## src/rtl/lwn_pkg.sv

```systemverilog
package lwn_pkg;
  localparam int WCODE_W = 3;
  typedef logic [WCODE_W-1:0] wcode_t;
  typedef enum logic [1:0] {ST_IDLE, ST_WAIT, ST_SHRINK, ST_GROW} lwn_state_e;
endpackage

```

## src/rtl/lwn_req_hold.sv

```systemverilog
module lwn_req_hold
  import lwn_pkg::*;
(
  input  logic   clk_i,
  input  logic   rst_ni,
  input  logic   load_i,
  input  wcode_t load_code_i,
  input  logic   consume_i,
  input  logic   requeue_i,
  input  wcode_t requeue_code_i,
  output logic   valid_o,
  output wcode_t code_o
);
  always_ff @(posedge clk_i or negedge rst_ni) begin
    if (!rst_ni) begin
      valid_o <= 1'b0;
      code_o  <= '0;
    end else if (load_i) begin
      valid_o <= 1'b1;
      code_o  <= load_code_i;
    end else if (requeue_i) begin
      valid_o <= 1'b1;
      code_o  <= requeue_code_i;
    end else if (consume_i) begin
      valid_o <= 1'b0;
    end
  end

  // a request is either taken or pushed back, never both
  assert_take_or_back_R10: assert property (@(posedge clk_i) disable iff (!rst_ni)
    !(consume_i && requeue_i));
endmodule

```

## src/rtl/lwn_resp_timer.sv

```systemverilog
module lwn_resp_timer #(
  parameter int RESP_CYCLES = 1000
) (
  input  logic clk_i,
  input  logic rst_ni,
  input  logic start_i,
  input  logic run_i,
  output logic expire_o
);
  localparam int CNT_W = $clog2(RESP_CYCLES + 1);
  logic [CNT_W-1:0] cnt_q;

  always_ff @(posedge clk_i or negedge rst_ni) begin
    if (!rst_ni)      cnt_q <= '0;
    else if (start_i) cnt_q <= '0;
    else if (run_i)   cnt_q <= cnt_q + 1'b1;
  end

  assign expire_o = run_i && (cnt_q == CNT_W'(RESP_CYCLES - 1));

  assert_cnt_bound_R5: assert property (@(posedge clk_i) disable iff (!rst_ni)
    run_i |-> (cnt_q < CNT_W'(RESP_CYCLES)));
endmodule

```

## src/rtl/lwn_lane_map.sv

```systemverilog
module lwn_lane_map
  import lwn_pkg::*;
#(
  parameter int NUM_LANES = 16
) (
  input  wcode_t                 cur_code_i,
  input  wcode_t                 tgt_code_i,
  input  logic                   shrink_i,
  input  logic                   grow_i,
  output logic [NUM_LANES-1:0]   lane_en_o,
  output logic [NUM_LANES-1:0]   quiesce_o,
  output logic [NUM_LANES-1:0]   train_req_o
);
  for (genvar i = 0; i < NUM_LANES; i++) begin : g_lane
    logic cur_on, tgt_on;
    assign cur_on         = i < (1 << int'(cur_code_i));
    assign tgt_on         = i < (1 << int'(tgt_code_i));
    assign lane_en_o[i]   = cur_on;
    assign quiesce_o[i]   = shrink_i && cur_on && !tgt_on;
    assign train_req_o[i] = grow_i && tgt_on && !cur_on;
  end
endmodule

```

## src/rtl/lwn_ctrl.sv

```systemverilog
module lwn_ctrl
  import lwn_pkg::*;
#(
  parameter int NUM_LANES   = 16,
  parameter int RESP_CYCLES = 1000
) (
  input  logic                 clk_i,
  input  logic                 rst_ni,
  input  logic                 dsp_i,
  input  logic                 loc_req_i,
  input  logic [2:0]           loc_width_i,
  output logic                 tx_req_o,
  output logic [2:0]           tx_width_o,
  output logic                 tx_ack_o,
  output logic                 tx_nak_o,
  input  logic                 rx_req_i,
  input  logic [2:0]           rx_width_i,
  input  logic                 rx_ack_i,
  input  logic                 rx_nak_i,
  output logic [NUM_LANES-1:0] quiesce_o,
  input  logic                 quiesce_done_i,
  output logic [NUM_LANES-1:0] train_req_o,
  input  logic                 train_done_i,
  output logic [NUM_LANES-1:0] lane_en_o,
  output logic [2:0]           cur_width_o,
  output logic                 done_o,
  output logic                 fail_o
);
  localparam int MAX_CODE = $clog2(NUM_LANES);

  lwn_state_e st_q;
  wcode_t     cur_q, tgt_q, hold_code;
  logic       hold_v, expire;
  logic       rx_ok, hold_ok, rx_take, consume, requeue, tmr_start;

  function automatic logic code_ok(wcode_t c, wcode_t cur);
    return (int'(c) <= MAX_CODE) && (c != cur);
  endfunction

  assign rx_ok     = code_ok(rx_width_i, cur_q);
  assign hold_ok   = code_ok(hold_code, cur_q);
  // upstream side with a queued request keeps priority in idle
  assign rx_take   = rx_req_i && !(hold_v && !dsp_i);
  assign consume   = (st_q == ST_IDLE) && hold_v && !rx_take;
  assign requeue   = (st_q == ST_WAIT) && !rx_ack_i && rx_req_i && dsp_i;
  assign tmr_start = consume && hold_ok;

  lwn_req_hold u_hold (
    .clk_i, .rst_ni,
    .load_i(loc_req_i), .load_code_i(loc_width_i),
    .consume_i(consume), .requeue_i(requeue), .requeue_code_i(tgt_q),
    .valid_o(hold_v), .code_o(hold_code)
  );

  lwn_resp_timer #(.RESP_CYCLES(RESP_CYCLES)) u_timer (
    .clk_i, .rst_ni, .start_i(tmr_start), .run_i(st_q == ST_WAIT), .expire_o(expire)
  );

  lwn_lane_map #(.NUM_LANES(NUM_LANES)) u_map (
    .cur_code_i(cur_q), .tgt_code_i(tgt_q),
    .shrink_i(st_q == ST_SHRINK), .grow_i(st_q == ST_GROW),
    .lane_en_o, .quiesce_o, .train_req_o
  );

  assign cur_width_o = cur_q;

  always_ff @(posedge clk_i or negedge rst_ni) begin
    if (!rst_ni) begin
      st_q       <= ST_IDLE;
      cur_q      <= wcode_t'(MAX_CODE);
      tgt_q      <= wcode_t'(MAX_CODE);
      tx_req_o   <= 1'b0;
      tx_width_o <= '0;
      tx_ack_o   <= 1'b0;
      tx_nak_o   <= 1'b0;
      done_o     <= 1'b0;
      fail_o     <= 1'b0;
    end else begin
      tx_req_o <= 1'b0;
      tx_ack_o <= 1'b0;
      tx_nak_o <= 1'b0;
      done_o   <= 1'b0;
      fail_o   <= 1'b0;
      unique case (st_q)
        ST_IDLE: begin
          if (rx_take) begin
            if (rx_ok) begin
              tx_ack_o <= 1'b1;
              tgt_q    <= rx_width_i;
              st_q     <= (rx_width_i < cur_q) ? ST_SHRINK : ST_GROW;
            end else begin
              tx_nak_o <= 1'b1;
            end
          end else if (hold_v) begin
            if (rx_req_i) tx_nak_o <= 1'b1;
            if (hold_ok) begin
              tx_req_o   <= 1'b1;
              tx_width_o <= hold_code;
              tgt_q      <= hold_code;
              st_q       <= ST_WAIT;
            end else begin
              fail_o <= 1'b1;
            end
          end
        end
        ST_WAIT: begin
          if (rx_ack_i) begin
            if (rx_req_i) tx_nak_o <= 1'b1;
            st_q <= (tgt_q < cur_q) ? ST_SHRINK : ST_GROW;
          end else if (rx_req_i && dsp_i) begin
            // yield: own request goes back to the hold slot
            if (rx_ok) begin
              tx_ack_o <= 1'b1;
              tgt_q    <= rx_width_i;
              st_q     <= (rx_width_i < cur_q) ? ST_SHRINK : ST_GROW;
            end else begin
              tx_nak_o <= 1'b1;
              st_q     <= ST_IDLE;
            end
          end else begin
            if (rx_req_i) tx_nak_o <= 1'b1;
            if (rx_nak_i || expire) begin
              fail_o <= 1'b1;
              st_q   <= ST_IDLE;
            end
          end
        end
        ST_SHRINK, ST_GROW: begin
          if (rx_req_i) tx_nak_o <= 1'b1;
          if ((st_q == ST_SHRINK) ? quiesce_done_i : train_done_i) begin
            cur_q  <= tgt_q;
            done_o <= 1'b1;
            st_q   <= ST_IDLE;
          end
        end
        default: st_q <= ST_IDLE;
      endcase
    end
  end

  assert_tx_req_single_R2: assert property (@(posedge clk_i) disable iff (!rst_ni)
    tx_req_o |=> !tx_req_o);

  assert_fail_keeps_width_R3: assert property (@(posedge clk_i) disable iff (!rst_ni)
    fail_o |-> $stable(cur_width_o));

  assert_ack_nak_excl_R4: assert property (@(posedge clk_i) disable iff (!rst_ni)
    $onehot0({tx_ack_o, tx_nak_o}));

  assert_width_moves_on_done_R7: assert property (@(posedge clk_i) disable iff (!rst_ni)
    !$stable(lane_en_o) |-> done_o);

  assert_shrink_holds_mask_R7: assert property (@(posedge clk_i) disable iff (!rst_ni)
    ((|quiesce_o) && !quiesce_done_i) |=> $stable(lane_en_o));

  assert_grow_holds_mask_R8: assert property (@(posedge clk_i) disable iff (!rst_ni)
    ((|train_req_o) && !train_done_i) |=> $stable(lane_en_o));

  assert_one_outstanding_R11: assert property (@(posedge clk_i) disable iff (!rst_ni)
    (st_q != ST_IDLE) |=> !tx_req_o);

  assert_done_fail_excl_R11: assert property (@(posedge clk_i) disable iff (!rst_ni)
    $onehot0({done_o, fail_o}));

  assert_lane_shape_R12: assert property (@(posedge clk_i) disable iff (!rst_ni)
    lane_en_o[0] && ($countones(lane_en_o) == (1 << int'(cur_width_o))));
endmodule

```

## config.mk

```make
export PLATFORM = sky130hd
export DESIGN_NAME = lwn_ctrl
export DESIGN_NICKNAME = d
export VERILOG_FILES = /design/src/rtl/lwn_pkg.sv /design/src/rtl/lwn_req_hold.sv /design/src/rtl/lwn_resp_timer.sv /design/src/rtl/lwn_lane_map.sv /design/src/rtl/lwn_ctrl.sv
export SDC_FILE = /design/constraint.sdc
export NUM_CORES = 1
export LEC_CHECK = 0
export ABC_AREA = 0
export BUFFER_PORTS_ARGS = -buffer_cell sky130_fd_sc_hd__clkbuf_2
export CAP_MARGIN = 20
export CORE_MARGIN = 3
export CORE_UTILIZATION = 54
export CTS_CLUSTER_SIZE = 28
export DETAILED_ROUTE_END_ITERATION = 16
export PLACE_DENSITY = 0.95
export RECOVER_POWER = 25
export SKIP_LAST_GASP = 1
export SYNTH_ARGS = -nofsm -noshare
export SYNTH_HDL_FRONTEND = slang
export SYNTH_SLANG_ARGS = --single-unit
```

## constraint.sdc

```tcl
create_clock -name clk_i -period 5.5 [get_ports clk_i]
set_input_delay 0.55 -clock clk_i [delete_from_list [all_inputs] [get_ports clk_i]]
set_output_delay 0.55 -clock clk_i [all_outputs]
set_load 0.02 [all_outputs]
```

* Word level (Yosys, flattened, before mapping)
Index checks and enable logic that the tools add are counted.
Storage, ports and cells: output and inout bits 59, input port bits 15, register bits 30, logic and storage cells 240
Operators by class: eq/ne operators 13, bitwise gates (word level) 1, shift operators 2, add/sub/neg operators 1, order comparisons 36, reduce and logical (&&, ||, !) cells 123, multiplexer cells 52
Operators by type and width (number):
- $lt 5x32->1 const A | 16
- $lt 4x32->1 const A | 8
- $lt 3x32->1 const A | 4
- $logic_and 1x1->1 | 76
- $lt 1x32->1 const A | 2
- $lt 2x32->1 const A | 2
- $shl 1x3->32 const A | 2
- $logic_not 1->1 | 36
- $mux 1 | 28
- $mux 3 | 8
- $mux 10 | 2
- $mux 2 | 9
- $add 10x1->10 const B | 1
- $eq 10x10->1 const B | 1
- $reduce_and 5->1 | 2
- $le 3x3->1 const B | 2
- $lt 3x3->1 | 2
- $ne 2x2->1 const B | 3
- $ne 3x3->1 | 2
- $ne 3x3->1 const B | 2
- $pmux 2 s3 | 1
- $pmux 3 s2 | 1
- $reduce_bool 2->1 | 3
- $eq 2x2->1 const B | 2
- other kinds (12) | 13

* Longest topological paths before layout
Gate-level depths: netlist of the first run.
depth in word-level cells 9, gate-level depth with buffers 10, gate-level depth less buffers 7

* Cells and area by module
A second synthesis of the first run with hierarchy kept.
Second synthesis, totals: cell total of the unflattened synthesis 262, area, all modules 2253.4 µm²
By module, submodules not included:
- lwn_ctrl | area an instance 1049.8 µm², instances 1, cells each 114, sequential area each 402.9 µm²
- lwn_resp_timer | area an instance 518.0 µm², instances 1, cells each 52, sequential area each 250.2 µm²
- lwn_lane_map | area an instance 516.7 µm², instances 1, cells each 80, sequential area each 0.0 µm²
- lwn_req_hold | area an instance 168.9 µm², instances 1, cells each 16, sequential area each 100.1 µm²

* Least setup slack after synthesis of the first run
Ideal clock, no wire load.
path type flip-flop to flip-flop, start point register cur_q[2] (netlist: cur_width_o[2]), end point register st_q[0], stages on the path, launching flop included 11, period minus slack after synthesis 2703 ps, path slack 2797 ps, data required time 5406 ps, data arrival time 2609 ps, setup time 94 ps, path buffers 3, path through dfstp_2 > buf_2 > buf_1 > inv_1 > buf_1 > ha_1 > nand3_1 > and2_1 > o41ai_1 > a211oi_1 > a211oi_1
Between the ends: cells in the longest elaborated chain, start to end 6, elaborated cells between the ends (all ways) 17, classes of those cells order compare: 2; eq/ne: 4; mux: 8; reduce/logical: 3
Ends and longest elaborated chain:
- start, declared | RTL line lwn_ctrl.sv:32 | wcode_t cur_q, tgt_q, hold_code;
- start signal, assigned | RTL line lwn_ctrl.sv:70 | cur_q <= wcode_t'(MAX_CODE);
- start signal, assigned | RTL line lwn_ctrl.sv:131 | cur_q <= tgt_q;
- $lt 3x3->1 / $ne 3x3->1 (equally long branches) | RTL line lwn_ctrl.sv:90, lwn_ctrl.sv:115, lwn_ctrl.sv:37
- $mux 1 / $logic_and 1x1->1 (equally long branches) | RTL line lwn_ctrl.sv:90, lwn_ctrl.sv:115, lwn_ctrl.sv:37
- $mux 2 | RTL line lwn_ctrl.sv:112 | if (rx_ok) begin
- $mux 2 | RTL line lwn_ctrl.sv:110 | end else if (rx_req_i && dsp_i) begin
- $mux 2 | RTL line lwn_ctrl.sv:107 | if (rx_ack_i) begin
- $pmux 2 s3 | RTL line lwn_ctrl.sv:84 | unique case (st_q)
- end signal, assigned | RTL line lwn_ctrl.sv:90 | st_q <= (rx_width_i < cur_q) ? ST_SHRINK : ST_GROW;
- end signal, assigned | RTL line lwn_ctrl.sv:109 | st_q <= (tgt_q < cur_q) ? ST_SHRINK : ST_GROW;
- end signal, assigned | RTL line lwn_ctrl.sv:115 | st_q <= (rx_width_i < cur_q) ? ST_SHRINK : ST_GROW;
- end, declared | RTL line lwn_ctrl.sv:31 | lwn_state_e st_q;
Several ways; a longest one is shown, not always the timed one. The select of a mux whose other input is x is not followed. A chain may end at the register's enable or synchronous reset.

* Worst setup path after layout of the first run
start point register cur_q[2] (netlist: cur_width_o[2]), end point output port quiesce_o[5]
Between the ends: cells in the longest elaborated chain, start to end 4
Ends and longest elaborated chain:
- $shl 1x3->32 | RTL line lwn_lane_map.sv:16 | assign cur_on = i < (1 << int'(cur_code_i));
- $lt 4x32->1 | RTL line lwn_lane_map.sv:16
- $logic_and 1x1->1 (2 in series) | RTL line lwn_lane_map.sv:19 | assign quiesce_o[i] = shrink_i && cur_on && !tgt_on;
- end, declared | RTL line lwn_ctrl.sv:20 | output logic [NUM_LANES-1:0] quiesce_o,
No other way between the ends.

==> results.txt, run 1 <==
status: finished, violations left
violated checks: capacitance limit, slew limit
n_diodes: 0
Core Box Area: 3744 µm²
worst skew pair latency: 0.28 ns
cts repair resizes: 0
Synth top area share: 32.46%
antenna-violating nets left: 0
RSZ-0062 raised after global routing: no
setup TNS: 0 ns
Die Ht: 69.22 µm
CTS Buffer Depth: 2
IO Count: 74
DP Area: 2356 µm²
hold_buf cts: 0
total wire length: 4809 µm
fraction of the mapped netlist area in adder cells: 3.478%
Area Growth Syn to Fin: 13.28%
initial antenna violation count: 0
final hold slack: 0.4734 ns
critical path launch point type: register
Final min period: 2.627 ns
Synth top cells by count: dfrtp_1 (28), nand2_1 (24), nor2_1 (22), buf_4 (18), clkbuf_1 (16)
Net Switching: 0.7000 mW
PwrDens: 562.5 nW/µm²
Mapped Cells: 257
IO Port Bufs: 70
Layout Skew: 0.005210 ns
switch share: 50.90%
grt ovf: 0
max_slew headroom: -2.576%
Period Utilization, post-route: 47.76%
utilization after layout: 65.31%
die area: 4791 µm²
Post-synth EDFFs: 0
Post-Syn Area: 2158 µm²
GP Congestion: 0.8476
H-tree levels: 2
Max-Cap Viols: 1
post-synth cell types: 51
Worst Tran Pin Value: 1.539 ns
Pre-antenna DRT Iters: 4
hpwl dp: 3498 µm
DR vias: 1922
Reg clk slew, reported paths: 0.06 ns
clk root buf: clkbuf_8
post-CTS setup buffers: 0
combinational share of power: 55.1%
fin area: 2445 µm²
num rows: 22
Inserted Clock Buffers: 5
Synth area leader: dfrtp_1
# nets final: 317
layout cell share with drive strength beyond 1: 28.62%
Async SR Flop Fraction: 100.0%
# setup viols final: 0
top-count cell post-synth: dfrtp_1
Fmax achieved: 380.7 MHz
drt wl/cell: 13.94 µm
Sink Count: 30
Int Pwr: 0.6753 mW
Reg power frac: 31.5%
YS warnings: 0
CP arrival: 2.08 ns
kind of critical path: register to output port
DRC viols: 0
ys flop type: dfrtp_1
sequential share of the synthesized area: 34.90%
main combinational cell family by area after synthesis: simple AND/OR/NAND/NOR gates
CTS tree: built
worst hold path class: primary input to register
CP Data Required Time: 4.95 ns
Critical Path Fanout Max: 22
Synth Area in Compound Gates: 15.54%
LEAKAGE: 1.185 nW
xor/xnor share of the synthesized area: 3.246%
Die Wd: 69.22 µm
Worst setup EP type: output port
Seq cells post-synth: 30
Clk network pwr share: 13.4%
peak supply drop: 377.7 µV
first-pass GRT wire length: 7783 µm
Slew Limit Fails: 31
via/cell ratio: 5.571
Hold Fails Final Rpt: 0
mux contribution to synthesized area: 4.464%
vias in the first global route: 1671
Syn Area/Cell: 8.398 µm²
gr usage total: 19.98%
Detailed Route Iter0 Violations: 156
Area contributors post-synth: dfrtp_1 (32%), buf_4 (6.3%), nand2_1 (4.2%)
post-synthesis simple-gate area fraction: 26.26%
largest net degree at the start of global routing: 31
Initial Util: 57.65%
==> worst max-delay path: stages (launching register included) <==
cell and delay (ns):
dfstp_2 0.76, inv_1 0.31, o21ai_1 0.34, and2_1 0.20, clkbuf_2 0.17
==> worst paths after layout <==
path / startpoint / to / slack [ns] / cells after the start
hold reg to reg: tx_width_o[1] / tx_width_o[1] / 0.48 / 1
setup / recovery: cur_width_o[2] / quiesce_o[5] / 2.87 / 4
min in group asynchronous: rst_ni / tx_width_o[1] / 0.63 / 1
hold / removal: loc_width_i[2] / u_hold.code_o[2] / 0.47 / 3
setup reg to reg: cur_width_o[2] / st_q[0] / 2.99 / 7
max in group asynchronous: rst_ni / u_timer.cnt_q[0] / 3.97 / 1
==> per-stage QoR <==
step | instances | total power, mW | setup slack, ns
final | 345 | 1.375 | 2.873
after global placement | 337 | 1.163 | 3.118
after CTS | 345 | 1.374 | 2.888
after floorplan | 258 | 1.071 | 2.797
after global routing | 345 | 1.466 | 2.727
after detailed placement | 337 | 1.186 | 2.989
==> sequential cells by signal, indices dropped and copies added (netlist names), 2 cells and up <==
signal         count
cur_width_o        3
st_q               2
tgt_q              3
tx_width_o         3
u_hold.code_o      3
u_timer.cnt_q     10
==> logic make-up (layout without fill, tap and decap cells) <==
family / after synthesis / after routing
multiplexers: 9 / 9
AO/OA/AOI/OAI: 48 / 48
other: 2 / 3
XOR/XNOR: 8 / 8
flip-flops: 30 / 30
buffers and inverters: 49 / 88
adder cells (fa/ha/maj): 6 / 6
AND/OR/NAND/NOR: 105 / 105
==> cells in the final DEF, fill, tap and decap left out, types with 3 or more instances in the layout <==
| cell | count |
|---|---|
| a21oi_1 | 9 |
| mux2_1 | 3 |
| conb_1 | 3 |
| dfrtp_1 | 28 |
| clkbuf_2 | 69 |
| nor3b_1 | 12 |
| o21ai_0 | 14 |
| nand2b_1 | 5 |
| inv_1 | 9 |
| nor2b_1 | 3 |
| xor2_1 | 6 |
| o211ai_1 | 3 |
| nor2_1 | 22 |
| a211oi_1 | 4 |
| nor3_1 | 10 |
| clkbuf_8 | 6 |
| or3_1 | 4 |
| nand2_1 | 24 |
| nand3_1 | 5 |
| ha_1 | 6 |
| and2_1 | 6 |
| mux2i_1 | 4 |
| nand4_1 | 3 |
| o22ai_1 | 4 |
| clkbuf_1 | 3 |
==> layout make-up <==
type,count,area (µm²)
fill,312,1299
multi-input combinational,179,1155
sequential,30,753.2
timing repair buffer,70,349.1
clock buffer,8,90.09
tap,48,60.06
inverter,10,37.54
==> power by group through the flow <==
stage / clock, mW / sequential (mW) / combinational [mW]
after floorplan: 0 / 0.394 / 0.677
after global placement: 0 / 0.427 / 0.737
after detailed placement: 0 / 0.434 / 0.753
after CTS: 0.185 / 0.431 / 0.758
after global routing: 0.196 / 0.450 / 0.820
final: 0.184 / 0.433 / 0.758
==> layer usage <==
layer | routed length (µm) | GRT usage [%] | vias up
li1 | - | - | 946
met1 | 2118 | 25.85 | 892
met2 | 2302 | 31.89 | 78
met3 | 337 | 5.652 | 6
met4 | 51 | 7.158 | 0
met5 | 0 | 0 | -
Power figures use the tool's default switching activity.
==> run 2: changes to the inputs <==
Settings changed: CORE_UTILIZATION 54 to 51, PLACE_DENSITY 0.95 to 0.91.
Clock period 5.5 ns to 2.5 ns, I/O delays scaled along.
==> run 2 against run 1 <==
Against the previous run: the run still ends with capacitance limit, slew limit left; routed wire length increased by 5.7%; combinational power up 140%; clock skew decreased by 0.0012 ns; first-iteration DRC count up 44%; sequential share of layout area fell by 0.51 points; worst hold slack got worse by 0.31 ns; non-clock buffer count increased by 4; critical path depth rose by 3; sequential power increased by 100%; core utilization shrank 3.6 points; die area is 5.4% higher; critical endpoint is now st_q[0]; largest cell class unchanged; largest power group unchanged; highest routed layer unchanged.
==> results.txt, run 2 (same netlist as run 1, synthesis figures left out) <==
Largest register FFs: 10 (unchanged)
Reg clk slew, reported paths: 0.07 ns (about the same)
fin cells: 351 (+1.7%)
setup TNS: 0 ns (unchanged)
Worst Tran Pin Value: 1.583 ns (+0.04453 ns)
violated checks: capacitance limit, slew limit
Area Growth Syn to Fin: 15.19%
commonest non-fill, non-tap cell in the layout: clkbuf_2
worst skew pair latency: 0.29 ns (about the same)
Worst setup EP type: register
CP Cell Sequence: clkinv_1, ha_1, nand3_1, and2_1, o41ai_1, a211oi_1, a211oi_1
hold_buf cts: 0 (unchanged)
PwrDens: 1253 nW/µm² (+120%)
total power: 3.116 mW (+130%)
# nets final: 321 (+1.3%)
slowest stage delay, CP: 0.47 ns (-0.29 ns)
IO Count: 74 (unchanged)
CTS tree: built
slowest CP cell: dfrtp_1
hpwl dp: 3703 µm (+5.8%)
grt ovf: 0 (unchanged)
Critical Path Fanout Max: 9 (-59%)
CTS Buffer Depth: 2 (unchanged)
peak supply drop: 857.6 µV (+130%)
Initial Util: 53.57% (-4.1 points)
largest net degree at the start of global routing: 31 (unchanged)
Place WS: 0.2278 ns (-2.761 ns)
Sink Count: 30 (unchanged)
Slew Limit Fails: 31 (unchanged)
Die Ht: 71.06 µm (+2.7%)
Inserted Clock Buffers: 5 (unchanged)
DR vias: 1973 (+2.7%)
Pre-antenna DRT Iters: 4 (unchanged)
kind of critical path: register to register
Largest delay share family, worst path: compound AO/OA/AOI/OAI gates
via/cell ratio: 5.621 (+0.90%)
Biggest register: u_timer.cnt_q
clk root buf: clkbuf_8
Inst Count DP: 342 (+1.5%)
utilization after layout: 61.71% (-3.6 points)
Fmax achieved: 448.7 MHz
IO Port Bufs: 70 (unchanged)
H-tree levels: 2 (unchanged)
first-pass GRT wire length: 8445 µm (+8.5%)
layout cell share with drive strength beyond 1: 30.56% (+1.9 points)
cell repeated most along the worst path: a211oi_1
Core Box Area: 4029 µm² (+7.6%)
n_diodes: 0 (unchanged)
total wire length: 5084 µm (+5.7%)
max_slew headroom: -5.545% (-3.0 points)
drt wl/cell: 14.48 µm (+3.9%)
initial antenna violation count: 0 (unchanged)
most frequent cells in the layout: clkbuf_2 (69), dfrtp_1 (28), nand2_1 (24)
Layout Skew: 0.004004 ns (-0.001206 ns)
antenna-violating nets left: 0 (unchanged)
gr usage total: 21.04% (+1.1 points)
Detailed Route Iter0 Violations: 225 (+44%)
critical path launch point type: register
worst hold path class: primary input to register
Hold Path Depth: 3 (unchanged)
setup ws final: 0.2712 ns (-2.602 ns)
vias in the first global route: 1818 (+8.8%)
Max-Cap Viols: 1 (unchanged)
DRC viols: 0 (unchanged)
LEAKAGE: 1.201 nW (+1.3%)
GP Congestion: 0.9977 (+18%)
Period Utilization, post-route: 89.15%
status: finished, violations left
CP Data Required Time: 2.69 ns (-2.26 ns)
Die Wd: 71.06 µm (+2.7%)
Buf/Inv on CP: 1 (-1)
RSZ-0062 raised after global routing: no
die area: 5049 µm² (+5.4%)
Final min period: 2.229 ns
cells on worst reg2reg path: 7 (unchanged)
# setup viols final: 0 (unchanged)
num rows: 23 (+4.5%)
Hold Fails Final Rpt: 0 (unchanged)
CP arrival: 2.42 ns (+0.34 ns)
cell depth of the worst setup path: 7 (+3)
## run 2: cell count changes in the layout (fill, tap and decap cells not counted)
cell and change:
inv_1 -1, clkinv_2 +1, clkbuf_1 -2, buf_4 +4, clkinvlp_4 +2
## run 2: per-stage QoR
step / area (µm²) / hold WS, ns
global placement: 2381 / 0.3329
CTS: 2476 / 0.03530
detailed placement: 2381 / 0.3473
floorplan: 2167 / -0.04559
global route: 2486 / 0.1700
finish: 2486 / 0.1618
## run 2: path summary, 6_finish.rpt
path                                 from          endpoint  slack, ns
hold reg to reg             tx_width_o[2]     tx_width_o[2]       0.49
setup reg to reg           cur_width_o[1]           st_q[0]       0.27
min in group asynchronous          rst_ni     tx_width_o[2]       0.35
max in group asynchronous          rst_ni          tx_ack_o       1.23
setup / recovery           cur_width_o[1]           st_q[0]       0.27
hold / removal             loc_width_i[1]  u_hold.code_o[1]       0.16
## run 2: power breakdown
| part | total, mW | internal, mW | switching, mW |
|---|---|---|---|
| Clock | 0.417 | 0.221 | 0.196 |
| Sequential | 0.874 | 0.656 | 0.218 |
| Combinational | 1.82 | 0.652 | 1.17 |
| Total | 3.12 | 1.53 | 1.59 |
## run 2: worst min-delay path, stage by stage
cell,delay (ns)
clkbuf_2,0.07
nand2_1,0.04
o21ai_0,0.06
## run 2: layout make-up
| type | instances | area (µm²) |
|---|---|---|
| Inverter | 10 | 41.29 |
| Clock inverter | 2 | 12.51 |
| Fill cell | 340 | 1543 |
| Multi-Input combinational cell | 179 | 1155 |
| Clock buffer | 6 | 82.58 |
| Tap cell | 50 | 62.56 |
| Timing Repair Buffer | 74 | 379.1 |
| Sequential cell | 30 | 753.2 |
## run 2: per-layer routing
layer	wire (µm)	vias to the layer above	track usage, %
met4	141	0	8.142
met5	0	-	0
met3	423	12	5.398
li1	-	951	-
met1	2060	917	26.35
met2	2458	93	34.81
## run 2: timing repair
item	in CTS	in global routing
endpoints found under the setup margin	0	1
gates resized for setup	0	1
buffers inserted	0	1
